## config.mk

```make
export PLATFORM = sky130hd
export DESIGN_NAME = fbus_front
export DESIGN_NICKNAME = d
export VERILOG_FILES = /design/src/rtl/fbus_pkg.sv /design/src/rtl/fbus_pin_sampler.sv /design/src/rtl/fbus_op_decode.sv /design/src/rtl/fbus_data_steer.sv /design/src/rtl/fbus_cmd_latch.sv /design/src/rtl/fbus_front.sv
export SDC_FILE = /design/constraint.sdc
export NUM_CORES = 1
export LEC_CHECK = 0
export BUFFER_PORTS_ARGS = -buffer_cell sky130_fd_sc_hd__buf_2
export CORE_MARGIN = 2
export CORE_UTILIZATION = 45
export CTS_CLUSTER_DIAMETER = 150
export DETAILED_ROUTE_END_ITERATION = 6
export HOLD_SLACK_MARGIN = 0.05
export PLACE_DENSITY = 0.73
export SLEW_MARGIN = 20
export SYNTH_ARGS = -nofsm -noshare
export SYNTH_HDL_FRONTEND = slang
export SYNTH_SLANG_ARGS = --single-unit
export TNS_END_PERCENT = 10
```

## constraint.sdc

```tcl
create_clock -name clk -period 3.74 [get_ports clk]
set_input_delay 0.187 -clock clk [delete_from_list [all_inputs] [get_ports clk]]
set_output_delay 0.187 -clock clk [all_outputs]
set_load 0.05 [all_outputs]
```

## src/rtl/fbus_pkg.sv

```systemverilog
// Shared widths and the bus operation code for the flash bus front end.
package fbus_pkg;
    localparam int DQ_W   = 16;
    localparam int LANE_W = 8;
    localparam int LANES  = DQ_W / LANE_W;

    typedef enum logic [2:0] {
        OP_STANDBY = 3'd0,
        OP_OUTOFF  = 3'd1,
        OP_READ    = 3'd2,
        OP_WRITE   = 3'd3,
        OP_RESET   = 3'd4
    } bus_op_t;
endpackage

```

## src/rtl/fbus_pin_sampler.sv

```systemverilog
// Registers every external pin once per clock.
// Assumes the pins are already synchronous to clk or are slow relative to it.
// Under block reset it loads an idle bus held in hardware reset.
module fbus_pin_sampler #(
    parameter int ADDR_W = 19
) (
    input  logic                    clk,
    input  logic                    rst_n,
    input  logic                    cs_n_i,
    input  logic                    oe_n_i,
    input  logic                    we_n_i,
    input  logic                    hrst_n_i,
    input  logic                    wide_i,
    input  logic [ADDR_W-1:0]       addr_i,
    input  logic [fbus_pkg::DQ_W-1:0] dq_i,
    output logic                    cs_n_q,
    output logic                    oe_n_q,
    output logic                    we_n_q,
    output logic                    hrst_n_q,
    output logic                    wide_q,
    output logic [ADDR_W-1:0]       addr_q,
    output logic [fbus_pkg::DQ_W-1:0] dq_q
);
    // Capture the pin state; reset to an idle bus held in hardware reset.
    always_ff @(posedge clk) begin
        if (!rst_n) begin
            cs_n_q   <= 1'b1;
            oe_n_q   <= 1'b1;
            we_n_q   <= 1'b1;
            hrst_n_q <= 1'b0;
            wide_q   <= 1'b1;
            addr_q   <= '0;
            dq_q     <= '0;
        end else begin
            cs_n_q   <= cs_n_i;
            oe_n_q   <= oe_n_i;
            we_n_q   <= we_n_i;
            hrst_n_q <= hrst_n_i;
            wide_q   <= wide_i;
            addr_q   <= addr_i;
            dq_q     <= dq_i;
        end
    end
endmodule

```

## src/rtl/fbus_op_decode.sv

```systemverilog
// Turns the registered control pins into one bus operation.
// Priority: hardware reset, then standby, then write, then read, else output off.
// Output enable and write enable low together count as output off.
module fbus_op_decode
    import fbus_pkg::*;
(
    input  logic    cs_n,
    input  logic    oe_n,
    input  logic    we_n,
    input  logic    hrst_n,
    output bus_op_t op
);
    // Priority decode of the control pins.
    always_comb begin
        if (!hrst_n)
            op = OP_RESET;
        else if (cs_n)
            op = OP_STANDBY;
        else if (!we_n && oe_n)
            op = OP_WRITE;
        else if (!oe_n && we_n)
            op = OP_READ;
        else
            op = OP_OUTOFF;
    end
endmodule

```

## src/rtl/fbus_data_steer.sv

```systemverilog
// Builds the registered data bus output value and per-bit drive enables.
// In word mode both lanes carry the array word. In byte mode the lane
// picked by the extra low address bit is placed on the lower pins, and the
// upper pins stay undriven. Drive happens only for a read.
module fbus_data_steer
    import fbus_pkg::*;
(
    input  logic            clk,
    input  logic            rst_n,
    input  bus_op_t         op,
    input  logic            wide,
    input  logic            lane_sel,
    input  logic [DQ_W-1:0] rdata,
    output logic [DQ_W-1:0] dq_out,
    output logic [DQ_W-1:0] dq_oe
);
    logic [DQ_W-1:0]   nxt_out;
    logic [DQ_W-1:0]   nxt_oe;
    logic [LANE_W-1:0] picked;
    logic              is_read;

    assign is_read = (op == OP_READ);

    // Byte selected for an 8-bit access.
    assign picked = lane_sel ? rdata[2*LANE_W-1:LANE_W] : rdata[LANE_W-1:0];

    // Per-lane value and enable; lane 0 is active in both modes, upper lanes only when wide.
    for (genvar g = 0; g < LANES; g++) begin : g_lane
        if (g == 0) begin : g_low
            assign nxt_out[LANE_W-1:0] = !is_read ? '0 :
                                         (wide ? rdata[LANE_W-1:0] : picked);
            assign nxt_oe[LANE_W-1:0]  = {LANE_W{is_read}};
        end else begin : g_high
            assign nxt_out[g*LANE_W +: LANE_W] = (is_read && wide) ?
                                                 rdata[g*LANE_W +: LANE_W] : '0;
            assign nxt_oe[g*LANE_W +: LANE_W]  = {LANE_W{is_read && wide}};
        end
    end

    // Register the bus drive so the pins see clean edges.
    always_ff @(posedge clk) begin
        if (!rst_n) begin
            dq_out <= '0;
            dq_oe  <= '0;
        end else begin
            dq_out <= nxt_out;
            dq_oe  <= nxt_oe;
        end
    end


    oe_shape_chk: assert property (@(posedge clk) disable iff (!rst_n)
        (dq_oe == 16'h0000) || (dq_oe == 16'h00FF) || (dq_oe == 16'hFFFF));


    drive_only_read_chk: assert property (@(posedge clk) disable iff (!rst_n)
        (dq_oe != '0) |-> ($past(op) == OP_READ));
endmodule

```

## src/rtl/fbus_cmd_latch.sv

```systemverilog
// Holds the address and data of a write cycle in progress. When the combined
// select/write strobe is released, it hands them to the sequencer with a
// one-cycle pulse. A hardware reset drops a write that is still pending.
module fbus_cmd_latch
    import fbus_pkg::*;
#(
    parameter int ADDR_W = 19
) (
    input  logic              clk,
    input  logic              rst_n,
    input  bus_op_t           op,
    input  logic              wide,
    input  logic [ADDR_W-1:0] addr,
    input  logic [DQ_W-1:0]   dq,
    output logic              cmd_valid,
    output logic [ADDR_W-1:0] cmd_addr,
    output logic              cmd_lane,
    output logic [DQ_W-1:0]   cmd_data
);
    logic              wr_pend;
    logic [ADDR_W-1:0] hold_addr;
    logic              hold_lane;
    logic [DQ_W-1:0]   hold_data;
    logic [DQ_W-1:0]   cap_data;
    logic              cap_lane;

    // Data and lane as seen on the pins for the current bus width.
    assign cap_data = wide ? dq : {{(DQ_W-LANE_W){1'b0}}, dq[LANE_W-1:0]};
    assign cap_lane = !wide && dq[DQ_W-1];

    // Track the write strobe and publish the command on its release.
    always_ff @(posedge clk) begin
        if (!rst_n) begin
            wr_pend   <= 1'b0;
            hold_addr <= '0;
            hold_lane <= 1'b0;
            hold_data <= '0;
            cmd_valid <= 1'b0;
            cmd_addr  <= '0;
            cmd_lane  <= 1'b0;
            cmd_data  <= '0;
        end else if (op == OP_RESET) begin
            wr_pend   <= 1'b0;
            cmd_valid <= 1'b0;
        end else if (op == OP_WRITE) begin
            wr_pend   <= 1'b1;
            hold_addr <= addr;
            hold_lane <= cap_lane;
            hold_data <= cap_data;
            cmd_valid <= 1'b0;
        end else begin
            cmd_valid <= wr_pend;
            wr_pend   <= 1'b0;
            if (wr_pend) begin
                cmd_addr <= hold_addr;
                cmd_lane <= hold_lane;
                cmd_data <= hold_data;
            end
        end
    end


    pulse_single_chk: assert property (@(posedge clk) disable iff (!rst_n)
        cmd_valid |=> !cmd_valid);


    no_cmd_in_reset_chk: assert property (@(posedge clk) disable iff (!rst_n)
        cmd_valid |-> ($past(op) != OP_RESET));
endmodule

```

## src/rtl/fbus_front.sv

```systemverilog
// Top of the parallel flash bus front end. It samples the pins, decodes the
// bus operation, steers read data onto the bus and latches write commands.
// Assumes the pins are driven synchronously to clk; the data bus is split
// into an output value and per-bit drive enables for a pad ring.
module fbus_front
    import fbus_pkg::*;
#(
    parameter int ADDR_W = 19
) (
    input  logic              clk,
    input  logic              rst_n,
    input  logic              pin_cs_n,
    input  logic              pin_oe_n,
    input  logic              pin_we_n,
    input  logic              pin_rst_n,
    input  logic              pin_wide,
    input  logic [ADDR_W-1:0] pin_addr,
    input  logic [15:0]       dq_in,
    output logic [15:0]       dq_out,
    output logic [15:0]       dq_oe,
    output logic [ADDR_W-1:0] arr_addr,
    output logic              arr_lane,
    input  logic [15:0]       arr_rdata,
    output logic [2:0]        bus_op,
    output logic              cmd_valid,
    output logic [ADDR_W-1:0] cmd_addr,
    output logic              cmd_lane,
    output logic [15:0]       cmd_data
);
    logic              s_cs_n, s_oe_n, s_we_n, s_hrst_n, s_wide;
    logic [ADDR_W-1:0] s_addr;
    logic [DQ_W-1:0]   s_dq;
    bus_op_t           op;
    logic              lane_sel;

    fbus_pin_sampler #(.ADDR_W(ADDR_W)) u_sample (
        .clk      (clk),
        .rst_n    (rst_n),
        .cs_n_i   (pin_cs_n),
        .oe_n_i   (pin_oe_n),
        .we_n_i   (pin_we_n),
        .hrst_n_i (pin_rst_n),
        .wide_i   (pin_wide),
        .addr_i   (pin_addr),
        .dq_i     (dq_in),
        .cs_n_q   (s_cs_n),
        .oe_n_q   (s_oe_n),
        .we_n_q   (s_we_n),
        .hrst_n_q (s_hrst_n),
        .wide_q   (s_wide),
        .addr_q   (s_addr),
        .dq_q     (s_dq)
    );

    fbus_op_decode u_decode (
        .cs_n   (s_cs_n),
        .oe_n   (s_oe_n),
        .we_n   (s_we_n),
        .hrst_n (s_hrst_n),
        .op     (op)
    );

    // The top data pin doubles as the low address bit in byte mode.
    assign lane_sel = !s_wide && s_dq[DQ_W-1];
    assign arr_addr = s_addr;
    assign arr_lane = lane_sel;
    assign bus_op   = op;

    fbus_data_steer u_steer (
        .clk      (clk),
        .rst_n    (rst_n),
        .op       (op),
        .wide     (s_wide),
        .lane_sel (lane_sel),
        .rdata    (arr_rdata),
        .dq_out   (dq_out),
        .dq_oe    (dq_oe)
    );

    fbus_cmd_latch #(.ADDR_W(ADDR_W)) u_cmd (
        .clk       (clk),
        .rst_n     (rst_n),
        .op        (op),
        .wide      (s_wide),
        .addr      (s_addr),
        .dq        (s_dq),
        .cmd_valid (cmd_valid),
        .cmd_addr  (cmd_addr),
        .cmd_lane  (cmd_lane),
        .cmd_data  (cmd_data)
    );


    rst_pin_op_chk: assert property (@(posedge clk) disable iff (!rst_n)
        $past(!pin_rst_n) |-> (bus_op == 3'd4));


    byte_lane_oe_chk: assert property (@(posedge clk) disable iff (!rst_n)
        (dq_oe == 16'h00FF) |-> !$past(pin_wide, 2));
endmodule

```

==> flow_summary.toml <==
[detailed_routing]
viasPerCell = 4.69
firstDrtPassIters = 5
wl_per_cell_um = 12.3
vias = 3601
drcViolationCount = 0
totalWireLength_um = 9450
ant_nets = 0
drt_iter0_drc = 81

[yosys]
synth_mux_area_share_pct = 0
synth_area_leaders = "dfxtp_1 (61%), o21ai_0 (8.4%), nand3_1 (7.6%)"
yosysTopAreaCell = "dfxtp_1"
syn_area_um2 = 4300
yosys_warnings = 0
synth_simple_gate_area_share_pct = 22.2
avgSynthCellArea_um2 = 9.58
synth_top_family_by_area = "simple AND/OR/NAND/NOR gates"
synth_cells = 449
synth_xor_area_share_pct = 0
yosysTopAreaCellShare_pct = 61.4
yosysUniqueCellTypes = 19
synthAdderAreaFrac_pct = 0.291
yosysSeqAreaShare_pct = 61.4
synthesis.nets = 508
synth-seq-cells = 132
synth_compound_area_share_pct = 9.92

[cts]
clockBufferDepth = 2
post_cts_resized = 0
post-cts-setup-buffers = 0
cts_root_buf = "clkbuf_8"
insertion_delay_ns = 0.50
cts.sinks = 132
htreeDepth = 4
numCtsBuffers = 17
cts.clk_slew.worst_paths_ns = 0.06
holdBufCountCts = 56
cts_tree = "done"

[finish]
fin_cells = 768
fillers = 736
drive_above_1_share_pct = 29.0
mostFrequentLayoutCell = "buf_2"
finish.net_count = 687
area_growth_pct = 42.5
final_cell_mix = "buf_2 (148), dfxtp_1 (132), o21ai_0 (72)"
antenna_cells = 0

[timing]
post-route-min-period_ns = 2.20
setup_viol = 0
slew_violations = 0
slew_headroom_pct = 50.9
worst_pin_slew_ns = 0.737
grt_setup_unrepaired = "no"
max_freq_mhz = 455
finalSetupTns_ns = 0
skew_ns = 0.00928
layout_worst_path_cycle_share_pct = 58.8
finalHoldViolCount = 0

[global_route]
grt_pass1_vias = 3388
grt_use_total_pct = 18.8
grt_max_degree = 88
grt_pass1_wl_um = 15100
overflow = 0
antenna_found_initial = 0

[power_and_ir_drop]
ir_worst_vdd_mv = 0.287
p_leak_nw = 2.73
finalPower_mw = 3.25
power_density_nw_per_um2 = 530

[die]
dieArea_um2 = 10400
die_width_um = 102
core_area_um2 = 9240
start_util_pct = 46.6
fp.dieH_um = 102
ioPinCount = 150
rows = 35

[setup_path]
cp.required_ns = 3.55
worst_ep_arrival_time_ns = 2.01
r2r-start = "u_sample.oe_n_q"
cp-start-kind = "register"
critical_path.max_fanout = 10
startpoint = "u_sample.wide_q"
cp-end-kind = "output port"
crit_type = "reg2out"

[flow_run]
cap_violations = 0

[run_status]
status = "finished clean"

[worst_hold_path]
hold_class = "in2reg"
hp-start = "rst_n"

[place]
io_buffers = 149
gp_congestion = 0.731
dp_hpwl_um = 5800
dp.cells = 682
[routing by layer]
metal | part of all wire (%) | up-vias | wire [um] | GRT usage [%]
met4 | 0.94 | 0 | 89 | 7.69
met3 | 6.0 | 8 | 566 | 6.63
met1 | 43 | 1639 | 4070 | 21.0
li1 | - | 1846 | - | -
met2 | 50 | 108 | 4720 | 32.4
met5 | 0 | - | 0 | 0
[synth_stat cells]
library cell / n
nor4b_4: 2
buf_4: 14
nand3_1: 65
inv_1: 4
nand4_1: 8
and2_1: 45
ha_1: 1
o21ai_0: 72
nor3b_1: 1
o311ai_4: 1
clkinv_1: 1
dfxtp_1: 132
nand2b_1: 6
buf_1: 1
nor2_1: 2
nand2_1: 53
clkbuf_1: 22
buf_2: 11
a21oi_1: 8
[cell type report]
type / count / area (um^2) / share of cell area [%]
clock buffer: 18 / 428 / 6.98
clock inverter: 12 / 155 / 2.53
inverter: 5 / 18.8 / 0.306
multi-input combinational: 264 / 1400 / 22.8
sequential: 132 / 2640 / 43.1
tap: 129 / 161 / 2.63
timing repair buffer: 208 / 1330 / 21.7
[worst paths after layout]
| check | end | slack (ns) | cells after the start |
|---|---|---|---|
| hold reg to reg | u_cmd.hold_data[5] | 0.44 | 2 |
| setup reg to reg | u_cmd.cmd_data[2] | 1.75 | 5 |
| hold / removal | u_sample.oe_n_q | 0.24 | 2 |
| setup / recovery | arr_lane | 1.54 | 3 |
[per-stage QoR]
step / worst slack, ns / instance area (um^2) / hold WS [ns] / utilization (%)
after global routing: 1.40 / 6130 / 0.262 / 66.4
after global placement: 1.79 / 4990 / 0.369 / 54.0
after CTS: 1.52 / 6130 / 0.208 / 66.4
final: 1.54 / 6130 / 0.237 / 66.4
after detailed placement: 1.73 / 4990 / 0.373 / 54.0
after floorplan: 1.04 / 4300 / 0.288 / -
[report_power, final]
| group | internal, mW | leakage, nW | switching (mW) |
|---|---|---|---|
| Sequential | 1.43 | 1.07 | 0.0132 |
| Clock | 1.03 | 0.284 | 0.588 |
| Combinational | 0.0856 | 1.37 | 0.104 |
| Total | 2.55 | 2.73 | 0.705 |
[cells by family after synthesis]
group	Yosys count
adder cells (fa/ha/maj)	1
AND/OR/NAND/NOR	182
AO/OA/AOI/OAI	81
flip-flops	132
buffers and inverters	53
[state kept, by name, summed over array words and instances, names as in the netlist]
register           flops
u_sample.oe_n_q        1
u_cmd.hold_data       16
u_sample.cs_n_q        1
u_cmd.hold_lane        1
u_steer.dq_out        16
u_cmd.cmd_data        16
u_sample.we_n_q        1
u_cmd.cmd_valid        1
u_cmd.cmd_lane         1
u_sample.dq_q         16
u_cmd.cmd_addr        19
u_sample.hrst_n_q      1
u_steer.dq_oe          2
u_sample.wide_q        1
u_sample.addr_q       19
u_cmd.hold_addr       19
u_cmd.wr_pend          1
[worst max-delay path: stages, from the launching register on]
cell and delay (ns):
dfxtp_1 0.50, nand2b_1 0.34, clkinv_1 0.35, buf_2 0.32
Note: power is estimated with default switching activity, not from simulation.
